`src/rtl/rst_seq_pkg.sv`:
```
package rst_seq_pkg;

  typedef enum logic [2:0] {
    ST_POR,
    ST_PIN,
    ST_SOFT,
    ST_RUN,
    ST_SLEEP,
    ST_WAKE
  } seqState_t;

  // Strobes from the control side to the register datapath
  typedef struct packed {
    logic hardClr;   // power-on or pin reset active: clear everything
    logic softClr;   // soft reset active: clear volatile state
    logic wrOpen;    // host writes accepted (READY)
    logic sleeping;  // powered down, waiting for wake write
  } seqStrobe_t;

  localparam int unsigned ADDR_W = 2;

  localparam logic [ADDR_W-1:0] A_PATTERN = 2'd0;
  localparam logic [ADDR_W-1:0] A_HWCFG   = 2'd1;
  localparam logic [ADDR_W-1:0] A_PMCTRL  = 2'd2;
  localparam logic [ADDR_W-1:0] A_PHYCTRL = 2'd3;

  localparam int unsigned SOFT_BIT   = 0;
  localparam int unsigned READY_BIT  = 0;
  localparam int unsigned SLEEP_BIT  = 1;
  localparam int unsigned PHYRST_BIT = 10;
  localparam int unsigned PHYSW_BIT  = 15;
  localparam int unsigned FIELD_W    = 8;
  localparam int unsigned VOL_LO     = 8;
  localparam int unsigned KEEP_LO    = 16;

endpackage

```
`src/rtl/rst_pin_filter.sv`:
```
module rst_pin_filter #(
  parameter int unsigned SYNC_STAGES = 2,
  parameter int unsigned MIN_CYC     = 100
) (
  input  logic clk,
  input  logic powerGood,
  input  logic extRstN,
  output logic pinHold
);

  localparam int unsigned LW = (MIN_CYC < 2) ? 1 : $clog2(MIN_CYC);

  logic [SYNC_STAGES-1:0] syncQ;
  logic [LW-1:0]          lowCnt;
  logic                   accepted;
  logic                   pinLow;

  assign pinLow  = ~syncQ[SYNC_STAGES-1];
  assign pinHold = accepted;

  always_ff @(posedge clk or negedge powerGood) begin
    if (!powerGood) begin
      syncQ <= '1;
    end else begin
      syncQ <= {syncQ[SYNC_STAGES-2:0], extRstN};
    end
  end

  // Count synchronised low cycles; accept on the MIN_CYC-th one
  always_ff @(posedge clk or negedge powerGood) begin
    if (!powerGood) begin
      lowCnt   <= '0;
      accepted <= 1'b0;
    end else if (!pinLow) begin
      lowCnt   <= '0;
      accepted <= 1'b0;
    end else if (!accepted) begin
      if (lowCnt == LW'(MIN_CYC - 1)) begin
        accepted <= 1'b1;
      end else begin
        lowCnt <= lowCnt + 1'b1;
      end
    end
  end

endmodule

```
`src/rtl/rst_seq_ctrl.sv`:
```
module rst_seq_ctrl
  import rst_seq_pkg::*;
#(
  parameter int unsigned POR_CYC     = 2200000,
  parameter int unsigned PIN_REL_CYC = 4,
  parameter int unsigned SOFT_CYC    = 200,
  parameter int unsigned WAKE_CYC    = 200000
) (
  input  logic       clk,
  input  logic       powerGood,
  input  logic       pinHold,
  input  logic       softReq,
  input  logic       sleepReq,
  input  logic       wakeReq,
  output seqStrobe_t strobe,
  output logic       coreRst,
  output logic       ready
);

  localparam int unsigned MAX_A   = (POR_CYC > SOFT_CYC) ? POR_CYC : SOFT_CYC;
  localparam int unsigned MAX_B   = (WAKE_CYC > PIN_REL_CYC) ? WAKE_CYC : PIN_REL_CYC;
  localparam int unsigned MAX_CYC = (MAX_A > MAX_B) ? MAX_A : MAX_B;
  localparam int unsigned CW      = $clog2(MAX_CYC + 1);

  localparam logic [CW-1:0] POR_LOAD  = CW'(POR_CYC - 1);
  localparam logic [CW-1:0] REL_LOAD  = CW'(PIN_REL_CYC - 1);
  localparam logic [CW-1:0] SOFT_LOAD = CW'(SOFT_CYC - 1);
  localparam logic [CW-1:0] WAKE_LOAD = CW'(WAKE_CYC - 1);

  seqState_t     state, stateNext;
  logic [CW-1:0] cnt, cntNext;
  logic          cntDone;

  assign cntDone = (cnt == '0);

  always_comb begin
    stateNext = state;
    cntNext   = cnt;
    if (state == ST_POR) begin
      if (cntDone) begin
        if (pinHold) begin
          stateNext = ST_PIN;
          cntNext   = REL_LOAD;
        end else begin
          stateNext = ST_RUN;
        end
      end else begin
        cntNext = cnt - 1'b1;
      end
    end else if (pinHold) begin
      // pin outranks soft reset, wake and running
      stateNext = ST_PIN;
      cntNext   = REL_LOAD;
    end else begin
      unique case (state)
        ST_PIN, ST_SOFT, ST_WAKE: begin
          if (cntDone) stateNext = ST_RUN;
          else         cntNext   = cnt - 1'b1;
        end
        ST_RUN: begin
          if (softReq) begin
            stateNext = ST_SOFT;
            cntNext   = SOFT_LOAD;
          end else if (sleepReq) begin
            stateNext = ST_SLEEP;
          end
        end
        ST_SLEEP: begin
          if (wakeReq) begin
            stateNext = ST_WAKE;
            cntNext   = WAKE_LOAD;
          end
        end
        default: begin
          stateNext = ST_POR;
          cntNext   = POR_LOAD;
        end
      endcase
    end
  end

  always_ff @(posedge clk or negedge powerGood) begin
    if (!powerGood) begin
      state <= ST_POR;
      cnt   <= POR_LOAD;
    end else begin
      state <= stateNext;
      cnt   <= cntNext;
    end
  end

  assign strobe.hardClr  = (state == ST_POR) || (state == ST_PIN);
  assign strobe.softClr  = (state == ST_SOFT);
  assign strobe.wrOpen   = (state == ST_RUN);
  assign strobe.sleeping = (state == ST_SLEEP);

  assign coreRst = strobe.hardClr || strobe.softClr;
  assign ready   = strobe.wrOpen;

endmodule

```
`src/rtl/rst_seq_regs.sv`:
```
module rst_seq_regs
  import rst_seq_pkg::*;
#(
  parameter int unsigned PHY_CYC = 10000,
  parameter logic [31:0] PATTERN = 32'hC0DE_5A17
) (
  input  logic              clk,
  input  logic              powerGood,
  input  seqStrobe_t        strobe,
  input  logic              wrEn,
  input  logic [ADDR_W-1:0] addr,
  input  logic [31:0]       wrData,
  output logic [31:0]       rdData,
  output logic              softReq,
  output logic              sleepReq,
  output logic              wakeReq,
  output logic              phyRst
);

  localparam int unsigned PW = $clog2(PHY_CYC + 1);
  localparam logic [PW-1:0] PHY_LOAD = PW'(PHY_CYC - 1);

  logic [FIELD_W-1:0] cfgVol, cfgKeep;
  logic [PW-1:0]      phyCnt;
  logic               phyBusy;
  logic               wrOk, phyKick;
  logic               unusedWrBits;

  assign unusedWrBits = ^{wrData[31:24], wrData[7:2]};

  assign wrOk     = wrEn && strobe.wrOpen;
  assign softReq  = wrOk && (addr == A_HWCFG) && wrData[SOFT_BIT];
  assign sleepReq = wrOk && (addr == A_PMCTRL) && wrData[SLEEP_BIT];
  assign wakeReq  = wrEn && strobe.sleeping && (addr == A_PATTERN);
  assign phyKick  = wrOk && !phyBusy &&
                    (((addr == A_PMCTRL) && wrData[PHYRST_BIT]) ||
                     ((addr == A_PHYCTRL) && wrData[PHYSW_BIT]));

  always_ff @(posedge clk or negedge powerGood) begin
    if (!powerGood) begin
      cfgVol  <= '0;
      cfgKeep <= '0;
    end else if (strobe.hardClr) begin
      cfgVol  <= '0;
      cfgKeep <= '0;
    end else if (strobe.softClr) begin
      cfgVol  <= '0;
    end else if (wrOk && (addr == A_HWCFG)) begin
      cfgVol  <= wrData[VOL_LO +: FIELD_W];
      cfgKeep <= wrData[KEEP_LO +: FIELD_W];
    end
  end

  always_ff @(posedge clk or negedge powerGood) begin
    if (!powerGood) begin
      phyBusy <= 1'b0;
      phyCnt  <= '0;
    end else if (strobe.hardClr) begin
      phyBusy <= 1'b0;
      phyCnt  <= '0;
    end else if (phyKick) begin
      phyBusy <= 1'b1;
      phyCnt  <= PHY_LOAD;
    end else if (phyBusy) begin
      if (phyCnt == '0) phyBusy <= 1'b0;
      else              phyCnt  <= phyCnt - 1'b1;
    end
  end

  assign phyRst = phyBusy || strobe.hardClr;

  always_comb begin
    rdData = '0;
    unique case (addr)
      A_PATTERN: rdData = PATTERN;
      A_HWCFG: begin
        rdData[SOFT_BIT]             = strobe.softClr;
        rdData[VOL_LO +: FIELD_W]    = cfgVol;
        rdData[KEEP_LO +: FIELD_W]   = cfgKeep;
      end
      A_PMCTRL: begin
        rdData[READY_BIT]  = strobe.wrOpen;
        rdData[SLEEP_BIT]  = strobe.sleeping;
        rdData[PHYRST_BIT] = phyBusy;
      end
      A_PHYCTRL: rdData[PHYSW_BIT] = phyBusy;
      default: rdData = '0;
    endcase
  end

endmodule

```
`src/rtl/rst_ready_seq.sv`:
```
module rst_ready_seq
  import rst_seq_pkg::*;
#(
  parameter int unsigned POR_CYC     = 2200000,
  parameter int unsigned PIN_MIN_CYC = 100,
  parameter int unsigned PIN_REL_CYC = 4,
  parameter int unsigned SOFT_CYC    = 200,
  parameter int unsigned WAKE_CYC    = 200000,
  parameter int unsigned PHY_CYC     = 10000,
  parameter logic [31:0] PATTERN     = 32'hC0DE_5A17
) (
  input  logic        clk,
  input  logic        powerGood,
  input  logic        extRstN,
  input  logic        hostWrEn,
  input  logic [1:0]  hostAddr,
  input  logic [31:0] hostWrData,
  output logic [31:0] hostRdData,
  output logic        coreRst,
  output logic        phyRst,
  output logic        ready
);

  seqStrobe_t strobe;
  logic       pinHold, softReq, sleepReq, wakeReq;

  rst_pin_filter #(
    .SYNC_STAGES(2),
    .MIN_CYC    (PIN_MIN_CYC)
  ) u_pin (
    .clk      (clk),
    .powerGood(powerGood),
    .extRstN  (extRstN),
    .pinHold  (pinHold)
  );

  rst_seq_ctrl #(
    .POR_CYC    (POR_CYC),
    .PIN_REL_CYC(PIN_REL_CYC),
    .SOFT_CYC   (SOFT_CYC),
    .WAKE_CYC   (WAKE_CYC)
  ) u_ctrl (
    .clk      (clk),
    .powerGood(powerGood),
    .pinHold  (pinHold),
    .softReq  (softReq),
    .sleepReq (sleepReq),
    .wakeReq  (wakeReq),
    .strobe   (strobe),
    .coreRst  (coreRst),
    .ready    (ready)
  );

  rst_seq_regs #(
    .PHY_CYC(PHY_CYC),
    .PATTERN(PATTERN)
  ) u_regs (
    .clk      (clk),
    .powerGood(powerGood),
    .strobe   (strobe),
    .wrEn     (hostWrEn),
    .addr     (hostAddr),
    .wrData   (hostWrData),
    .rdData   (hostRdData),
    .softReq  (softReq),
    .sleepReq (sleepReq),
    .wakeReq  (wakeReq),
    .phyRst   (phyRst)
  );

endmodule

```
`config.mk`:
```
export PLATFORM = sky130hd
export DESIGN_NAME = rst_ready_seq
export DESIGN_NICKNAME = d
export VERILOG_FILES = /design/src/rtl/rst_seq_pkg.sv /design/src/rtl/rst_pin_filter.sv /design/src/rtl/rst_seq_ctrl.sv /design/src/rtl/rst_seq_regs.sv /design/src/rtl/rst_ready_seq.sv
export SDC_FILE = /design/constraint.sdc
export NUM_CORES = 1
export LEC_CHECK = 0
export ABC_AREA = 1
export BUFFER_PORTS_ARGS = -buffer_cell sky130_fd_sc_hd__buf_2
export CAP_MARGIN = 25
export CORE_ASPECT_RATIO = 0.8
export CORE_MARGIN = 2
export CORE_UTILIZATION = 40
export CTS_BUF_LIST = sky130_fd_sc_hd__clkbuf_4
export CTS_CLUSTER_DIAMETER = 30
export DETAILED_ROUTE_END_ITERATION = 8
export PLACE_DENSITY = 0.6
export SYNTH_ARGS = -nofsm -noshare
export SYNTH_HDL_FRONTEND = slang
export SYNTH_SLANG_ARGS = --single-unit
```
`constraint.sdc`:
```
create_clock -name clk -period 3.05 [get_ports clk]
set_input_delay 0.915 -clock clk [delete_from_list [all_inputs] [get_ports clk]]
set_output_delay 0.915 -clock clk [all_outputs]
set_load 0.01 [all_outputs]
```
### Word level (Yosys, flattened, before mapping)

Cells that the tools add are included.

* $add $sub $neg: 3
* eq/ne operators: 20
* multiplexer cells: 46
* reduce and logical (&&, ||, !) cells: 29

Operator list (number)
* 2-to-1 mux 22 bit: 7
* case mux 22 bit (3 select lines): 1
* 2-to-1 mux 14 bit: 4
* 2-to-1 mux 8 bit: 7
* 2-to-1 mux 3 bit: 8
* zero test 22 bit: 1
* subtractor 22 x 1 -> 22 bit (second input constant): 1
* 2-to-1 mux 7 bit: 3
* case mux 8 bit (2 select lines): 1
* zero test 14 bit: 1
* subtractor 14 x 1 -> 14 bit (second input constant): 1
* logical AND 1 bit: 11
* case mux 3 bit (3 select lines): 1
* != test 2 x 1 -> 1 bit (second input constant): 4
* case mux 4 bit (2 select lines): 1
* AND reduction 4 bit: 2
* adder 7 x 1 -> 7 bit (second input constant): 1
* == test 7 bit (second input constant): 1
* 2-to-1 mux 1 bit: 7
* == test 3 x 2 -> 1 bit (second input constant): 2
* == test 3 bit (second input constant): 2
* != test 3 x 2 -> 1 bit (second input constant): 2
* != test 3 bit (second input constant): 2
* case mux 1 bit (2 select lines): 3
* other kinds (17): 24

* bits in registers: 66
* bits of input ports: 38
* output and inout port bits: 35
* word-level logic and storage cells: 107

### Logic depth before layout (Yosys ltp)

Gate-level depths: netlist (run 1).

* depth in word-level cells: 9
* mapped depth: 12
* depth with buffers taken out: 11

### Cells and area by module

Synthesis (run 1) repeated with hierarchy kept, for this count alone.

* cells, all modules: 634
* area, all modules: 4466.8 µm²

By module, submodules not included
* rst_seq_regs: instances 1, cells each 274, area each 1990.7 µm², seq. area each 775.7 µm²
* rst_seq_ctrl: instances 1, cells each 293, area each 1933.1 µm², seq. area each 640.6 µm²
* rst_pin_filter: instances 1, cells each 67, area each 543.0 µm², seq. area each 252.7 µm²

### Least setup slack after synthesis (run 1)

OpenSTA, ideal clock, no wires.

* path kind: input to output
* start: in hostAddr[1]
* end: out hostRdData[11]
* data arrival time: 1.835 ns
* path slack: 0.300 ns
* stages on the path: 5
* cells stage by stage: inv_1 -> ha_1 -> inv_1 -> clkbuf_1 -> o21ai_0

* word-level cells in the longest chain between the ends: 2
* elaborated cells between the ends (all ways): 3

Ends and longest elaborated chain
* start: declaration: RTL line rst_ready_seq.sv:16 `input logic [1:0] hostAddr,`
* == test 2 x 1 -> 1 bit or zero test 2 bit (tied branches): RTL line rst_seq_regs.sv:74 `unique case (addr)`
* case mux 4 bit (2 select lines) *: RTL line rst_seq_regs.sv:74
* end: declaration: RTL line rst_ready_seq.sv:18 `output logic [31:0] hostRdData,`

Mark *: on every way between the ends. The rest lies on a longest branch, timed or not.

### Worst setup path in the final report (run 1)

* start: in hostAddr[0]
* end: out hostRdData[9]

* word-level cells in the longest chain between the ends: 2
* elaborated cells between the ends (all ways): 3

Ends and longest elaborated chain (RTL line)
* == test 2 x 1 -> 1 bit or zero test 2 bit (tied branches): rst_seq_regs.sv:74
* case mux 2 bit (2 select lines) *: rst_seq_regs.sv:74

Marks and branches as above.

==> results of run 1 <==
[cell families after synthesis]
kind of cell,synth area share [%]
DFF,38.8
other,0.0872
buffers and inverters,11.9
and+or+nand+nor,33.4
AOI/OAI and AO/OA,11.2
adders and majority gates,2.04
xor gates and xnor gates,2.44
muxes,0.233
[power groups by stage]
stage	clock (W)	sequential [W]	combinational (W)
finish	0.000591	0.000885	0.0000874
global route	0.000649	0.000886	0.000100
CTS	0.000614	0.000885	0.0000892
detailed placement	0	0.000901	0.0000892
global placement	0	0.000901	0.0000871
floorplan	0	0.000900	0.0000466
[sequential cells by signal, indices dropped and copies added, names as in the netlist]
signal / flops
u_pin.lowCnt: 7
u_regs.cfgVol: 8
u_ctrl.state: 3
u_pin.pinHold: 1
u_regs.cfgKeep: 8
u_regs.phyCnt: 14
u_ctrl.cnt: 22
u_regs.phyBusy: 1
u_pin.syncQ: 2
[critical path: cells and delay by family]
family,cells,cell delay [ns]
AOI/OAI and AO/OA,1,0.16
adders and majority gates,1,0.26
buffers and inverters,4,0.60
[layout make-up]
type,instances,area (um^2)
multi-input combinational,441,2160
clock buffer,12,90.1
tap,140,175
clock inverter,4,43.8
sequential,66,1670
timing repair buffer,55,305
fill,1100,5590
inverter,88,330
[cell usage after synthesis, types with 3 or more instances]
cell type / n / area, um^2
nor2_1: 83 / 312
nor3_1: 5 / 25.0
nand2_1: 147 / 552
dfrtp_1: 52 / 1300
buf_4: 17 / 128
nand2_2: 7 / 43.8
nand4_1: 9 / 56.3
inv_2: 7 / 26.3
a21oi_1: 11 / 55.1
o21ai_1: 5 / 25.0
dfstp_2: 14 / 368
clkbuf_1: 3 / 11.3
xor2_1: 9 / 78.8
nor2_2: 5 / 31.3
nand3_1: 60 / 300
or2_2: 3 / 18.8
xnor2_1: 3 / 26.3
nor2_4: 3 / 33.8
buf_2: 3 / 15.0
o21ai_2: 7 / 61.3
o21ai_0: 45 / 225
ha_1: 7 / 87.6
inv_1: 81 / 304
o22ai_1: 6 / 37.5
[worst max-delay path by stage]
stage	startpoint	end	slack, ns	cells past startpoint
2_1_floorplan	hostAddr[1]	hostRdData[11]	0.30	5
3_3_place_gp	hostAddr[1]	hostRdData[0]	0.27	8
6_report	hostAddr[0]	hostRdData[9]	0.20	6
5_1_grt	u_ctrl.state[1]$_DFFE_PN0P_	phyRst	0.08	6
4_1_cts	u_ctrl.state[1]$_DFFE_PN0P_	phyRst	0.15	6
3_5_place_dp	hostAddr[0]	hostRdData[23]	0.22	6
[metrics by stage]
stage | instances | power [W]
6_report | 806 | 0.00156
5_1_grt | 806 | 0.00164
4_1_cts | 806 | 0.00159
3_5_place_dp | 790 | 0.000990
3_3_place_gp | 790 | 0.000988
2_1_floorplan | 621 | 0.000947
[layer usage]
| layer | wire length, um | vias up |
|---|---|---|
| met4 | 224 | 0 |
| li1 | - | 2022 |
| met5 | 0 | - |
| met2 | 4190 | 66 |
| met3 | 365 | 18 |
| met1 | 5120 | 1768 |
[cells in the final DEF (no fill, tap or decap), types with 2 or more instances in the layout]
| master | instances |
|---|---|
| xor2_1 | 9 |
| o22ai_1 | 6 |
| nor3_1 | 5 |
| buf_4 | 6 |
| ha_1 | 7 |
| clkinv_2 | 2 |
| dfrtp_1 | 52 |
| nor2_4 | 3 |
| o21ai_2 | 7 |
| buf_2 | 48 |
| nand2_2 | 7 |
| inv_2 | 8 |
| o21bai_1 | 2 |
| conb_1 | 10 |
| dfstp_2 | 14 |
| inv_1 | 80 |
| a21oi_1 | 11 |
| o21ai_0 | 45 |
| clkbuf_4 | 12 |
| or2_2 | 3 |
| nor2_1 | 83 |
| nand4_1 | 9 |
| nor2_2 | 5 |
| nand2_1 | 147 |
| nand3_1 | 60 |
| o21ai_1 | 5 |
| nand3b_1 | 2 |
| nand3_2 | 2 |
| o31ai_1 | 2 |
| xnor2_1 | 3 |
==> key figures, run 1 <==
GRT
  – Vias in the first global route: 3779
  – Global routing usage on met1: 26.3%
  – Largest net degree at the start of global routing: 46
  – GRT Total Usage: approximately 18%
  – Congestion Overflow GR: 0
  – Most Used Layer, Global Route: met2
  – Global-route wire length before repair: 17300 um
  – GR Layer Usage met3: 4.07%
  – Initial antenna violation count: 0
  – Met2 usage: 27.5%

Critical path
  – Register-to-Register Setup Slack: 0.85 ns
  – Crit-path max cell delay: 0.27 ns
  – Reg2reg path depth: 10
  – Crit start category: input pin
  – FF-to-FF Start: u_ctrl.state[2]$_DFFE_PN0P_
  – Worst setup path class: in2out
  – CP arrival: ~1.9 ns
  – Cell Chain, Critical Path: buf_2 -> inv_1 -> ha_1 -> inv_1 -> o21ai_0 -> buf_2
  – Crit end category: output pin
  – RR Endpoint: u_ctrl.cnt[3]$_DFFE_PN1P_
  – Max FO, Critical Path: 11
  – Worst path slowest cell: inv_1
  – Req. time, crit path: roughly 2.1 ns

Route
  – Routed WL per cell: 12.3 um
  – Routed Antenna Nets: 0
  – DRT iter0 DRCs: roughly 260
  – DRC: 0
  – Total Routed Length: 9900 um
  – Via/cell ratio: 4.81
  – Vias after detailed routing: 3874
  – Drt pass-1 iters: 4

Power
  – Sequential power share: a little under three fifths
  – Pwr/cell area: 328 nW/um^2
  – Logic gate share of total power: 5.6%
  – Lkg Pwr: approximately 2.5 nW
  – Clk pwr share: a little under two fifths
  – Switching Power: ~0.00038 W
  – VDD IR max: 0.190 mV
  – Net Sw Frac: around a quarter
  – Pint: 0.00118 W

Floorplan
  – Die Wd: 120 um
  – Chip Height: 96.8 um
  – Core footprint: between 10000 and 15000 um^2
  – Initial Utilization: 41.5%
  – Number of top-level pins: 73
  – Std cell rows: 33
  – Die area: between 10000 and 15000 um^2

Synthesis
  – Mapped cell area: 4300 um^2
  – Seq/Total Area, Yosys: between 30% and 40%
  – Synthesis Warnings: 0
  – FF+latch count, synth: between 60 and 70
  – Synthesized instance count: 612
  – Synth Flop Type: dfrtp_1
  – Number of synthesized flops with an enable pin: 0
  – Distinct cells, synth: 39
  – Syn Area/Cell: 7.03 um^2
  – Async S/R FF share, synth: 100%

STA
  – Period minus WS final: about 2.9 ns
  – Final worst-path cycle share: 93.5%
  – Worst-Margin Slew: about 0.57 ns
  – Setup-failing EPs final: 0
  – Min Hold Slack: 0.362 ns
  – F_max: around 0.35 GHz
  – Clock Skew: between 0.009 and 0.01 ns
  – Max-slew headroom: about 62%
  – Fin worst setup slack: 0.198 ns
  – RSZ-0062 raised after global routing: false
  – Slew Viols, Final: 0
  – Hold Fails Final Rpt: 0
  – Final TNS setup: 0 ns

Placed design
  – Placed Area: 4640 um^2
  – Post-Place Setup Slack: 0.224 ns
  – RePlAce Congestion: 0.915
  – IO Port Bufs: 48
  – Hpwl dp: 7520 um

Min path
  – Hold Path End: u_pin.syncQ[1]$_DFF_PN1_
  – Hold Path Class: reg2reg
  – HP Start: u_pin.syncQ[0]$_DFF_PN1_
  – Worst hold path stage count: 0

Clocking
  – CTS tree: done
  – TritonCTS buffer count: 9
  – Clock latency on the worst-skew pair: 0.43 ns
  – Worst-path clk slew: 0.10 ns
  – Resized cells post-CTS: 0
  – H-tree depth: 3
  – Postcts setup bufs: 0
  – Bufs on Longest Clock Path: 2
  – Root Driver: clkbuf_4
  – Hold Buf Count CTS: 0
  – CTS Sinks: 66

Layout
  – Antenna Cells: 0
  – Fraction of layout cells with a size suffix above 1: a little under a fifth
  – Nets: 706
  – Final Cell Area: 4770 um^2
  – Final Util: 46.0%
  – Area growth syn-to-layout: 10.9%

Outcome
  – Outcome: finished clean

Flow run
  – Max-Cap Viols: 0
(Power assumes the default switching activity.)
==> inputs of run 2 (changes only) <==
- ABC_AREA: 1 -> default
- CTS_BUF_LIST: sky130_fd_sc_hd__clkbuf_4 -> sky130_fd_sc_hd__clkbuf_8
==> key figures, run 2 <==
Outcome
  – Outcome: finished clean

Synthesis
  – Mapped cell area: 4110 um^2 (-4.5%)
  – Distinct cells, synth: 67 (+72%)
  – Syn Area/Cell: 8.67 um^2 (+23%)
  – Area share of the largest cell type after synthesis: 31.7% (+1.4 points)
  – Yosys top cell by area: dfrtp_1
  – Top post-synthesis cells by area: dfrtp_1 32%, dfstp_2 8.9%, nand2_1 5.6%
  – Synthesis Warnings: 0 (unchanged)
  – FF+latch count, synth: 66 (unchanged)
  – Post-synth top cells: 61 x nand2_1, 52 x dfrtp_1, 34 x a21oi_1, 31 x nor2_1, 21 x nand3_1
  – Async S/R FF share, synth: 100% (unchanged)
  – Synth Flop Type: dfrtp_1
  – Seq/Total Area, Yosys: 40.6% (+1.8 points)
  – Most instantiated library cell after synthesis: nand2_1
  – Synthesized instance count: 474 (-23%)
  – Number of synthesized flops with an enable pin: 0 (unchanged)

Critical path
  – Register-to-Register Setup Slack: 0.29 ns (-0.56 ns)
  – RR Endpoint: u_ctrl.cnt[9]$_DFFE_PN0P_
  – Max FO, Critical Path: 5 (-6)
  – Reg2reg path depth: 5 (-5)
  – CP arrival: 2.00 ns (+0.06 ns)
  – Req. time, crit path: 2.13 ns (about the same)
  – CP Capture Point: hostRdData[0]
  – Crit path from: hostAddr[0]
  – FF-to-FF Start: u_ctrl.state[0]$_DFFE_PN0P_
  – Crit end category: output pin
  – Crit start category: input pin
  – Worst setup path class: in2out

Route
  – Total Routed Length: 11000 um (+11%)
  – Vias after detailed routing: 3854 (-0.52%)
  – Drt pass-1 iters: 5 (+1)
  – Routed WL per cell: 16.3 um (+33%)
  – Via/cell ratio: 5.74 (+19%)
  – DRT iter0 DRCs: 413 (+61%)
  – DRC: 0 (unchanged)
  – Routed Antenna Nets: 0 (unchanged)

Clocking
  – Worst-path clk slew: 0.07 ns (-0.03 ns)
  – CTS Sinks: 66 (unchanged)
  – Root Driver: clkbuf_8
  – Hold Buf Count CTS: 0 (unchanged)
  – CTS tree: done
  – Bufs on Longest Clock Path: 2 (unchanged)
  – Clock latency on the worst-skew pair: 0.35 ns (-0.08 ns)
  – Postcts setup bufs: 0 (unchanged)
  – H-tree depth: 3 (unchanged)
  – TritonCTS buffer count: 9 (unchanged)
  – Resized cells post-CTS: 0 (unchanged)

Min path
  – HP Start: u_pin.syncQ[0]$_DFF_PN1_
  – Hold Path Class: reg2reg

Layout
  – Most common cell after layout, fill and taps aside: nand2_1
  – Final Util: 47.3% (+1.2 points)
  – Fin cells: 672 (-17%)
  – Commonest cells after routing, fill and taps aside: 61 x nand2_1, 52 x dfrtp_1, 48 x buf_2
  – Antenna Cells: 0 (unchanged)
  – Fraction of layout cells with a size suffix above 1: 21.1% (+2.9 points)
  – Max reg flops: 22 (unchanged)
  – Nets: 572 (-19%)
  – Area growth syn-to-layout: 16.3%
  – Top reg by flops: u_ctrl.cnt
  – Biggest regs: u_ctrl.cnt: 22 flops, u_regs.phyCnt: 14 flops

Power
  – Pwr/cell area: 937 nW/um^2 (+190%)
  – VDD IR max: 0.356 mV (+87%)
  – Logic gate share of total power: 48.4% (+43 points)
  – Lkg Pwr: 2.19 nW (-11%)
  – Clk pwr share: 19.0% (-19 points)
  – Final Total Pwr: 0.00448 W (+190%)
  – Net Sw Frac: 44.3% (+20 points)
  – Switching Power: 0.00198 W (+420%)
  – Sequential power share: 32.6% (-24 points)
  – Pint: 0.00250 W (+110%)

STA
  – Fin worst setup slack: 0.139 ns (-0.0595 ns)
  – Final TNS setup: 0 ns (unchanged)
  – Worst-Margin Slew: 1.06 ns (+0.494 ns)
  – Hold Fails Final Rpt: 0 (unchanged)
  – Period minus WS final: 2.91 ns (+0.0595 ns)
  – Final worst-path cycle share: 95.4% (+2.0 points)
  – Slew Viols, Final: 0 (unchanged)
  – RSZ-0062 raised after global routing: false
  – Setup-failing EPs final: 0 (unchanged)
  – F_max: 0.344 GHz (-2.0%)
  – Clock Skew: 0.00675 ns (-0.00325 ns)
  – Max-slew headroom: 29.2% (-33 points)

Placed design
  – Dpl cells: 656 (-17%)
  – Hpwl dp: 7870 um (+4.6%)
  – Post-Place Setup Slack: 0.136 ns (-0.0882 ns)
  – IO Port Bufs: 48 (unchanged)
  – RePlAce Congestion: 0.914 (-0.16%)

GRT
  – Global-route wire length before repair: 18600 um (+7.5%)
  – Congestion Overflow GR: 0 (unchanged)
  – Initial antenna violation count: 0 (unchanged)
  – GRT Total Usage: 20.8% (+2.4 points)
  – Vias in the first global route: 3798 (+0.50%)
  – Largest net degree at the start of global routing: 44 (-4.3%)

Floorplan
  – Std cell rows: 33 (unchanged)
  – Core footprint: 10100 um^2 (-2.4%)
  – Number of top-level pins: 73 (unchanged)
  – Die Wd: 117 um (-2.2%)
  – Die area: 11100 um^2 (-4.3%)
  – Chip Height: 94.7 um (-2.2%)
  – Initial Utilization: 40.6% (-0.88 points)

Flow run
  – Max-Cap Viols: 0 (unchanged)
[run 2: changes by cell type in the layout (fill, tap and decap cells not counted), sizes merged, moves of 9 or more]
cell and delta:
nand2 -93, inv -67, nor2 -60, nand3 -41
o21ai -40, a21oi +22, buf +16, a21o +13
nor4 +11, nor3 +10, a31oi +9
[run 2: final cells by class]
type                       count  area [um^2]
fill                         990         5340
multi-input combinational    359         2190
sequential                    66         1670
timing repair buffer          71          438
tap                          140          175
clock buffer                  11          151
clock inverter                 5         77.6
inverter                      20         75.1
[run 2: critical path: stages]
cell and delay [ns]:
buf_2 0.10, inv_1 0.05, ha_1 0.25, mux2_2 0.28
a31oi_1 0.19, nor2_1 0.06, buf_2 0.14
[run 2: how the worst min path moves through the flow]
stage | end | slack (ns) | cells past startpoint
global route | u_pin.syncQ[1]$_DFF_PN1_ | 0.36 | 0
finish | u_pin.syncQ[1]$_DFF_PN1_ | 0.36 | 0
detailed placement | u_pin.syncQ[1]$_DFF_PN1_ | 0.35 | 0
global placement | u_pin.syncQ[1]$_DFF_PN1_ | 0.35 | 0
floorplan | u_pin.syncQ[1]$_DFF_PN1_ | 0.35 | 0
CTS | u_pin.syncQ[1]$_DFF_PN1_ | 0.36 | 0
[run 2: metal layers]
layer,vias to the layer above,global-route usage [%],routed length [um]
li1,1834,-,-
met2,140,33.7,5000
met1,1861,27.6,5160
met4,0,7.93,201
met3,19,4.59,624
met5,-,0,0
[run 2: kinds of logic after synthesis]
family                     synth area share [%]
and+or+nand+nor                            24.9
AOI/OAI and AO/OA                          22.6
DFF                                        40.6
buffers and inverters                      6.82
xor gates and xnor gates                   2.13
adders and majority gates                  2.13
muxes                                     0.761
other                                    0.0912
[run 2: metrics by stage]
stage          hold WS (ns)  instance area, um^2
6_report              0.358                 4780
5_1_grt               0.361                 4780
4_1_cts               0.359                 4780
3_5_place_dp          0.348                 4550
3_3_place_gp          0.348                 4550
2_1_floorplan         0.345                 4140
[run 2: power by group through the flow]
| stage | combinational (W) | sequential [W] | clock (W) |
|---|---|---|---|
| 2_1_floorplan | 0.00159 | 0.00137 | 0 |
| 3_3_place_gp | 0.00212 | 0.00145 | 0 |
| 3_5_place_dp | 0.00214 | 0.00146 | 0 |
| 4_1_cts | 0.00215 | 0.00145 | 0.000879 |
| 5_1_grt | 0.00243 | 0.00150 | 0.000920 |
| 6_report | 0.00217 | 0.00146 | 0.000850 |
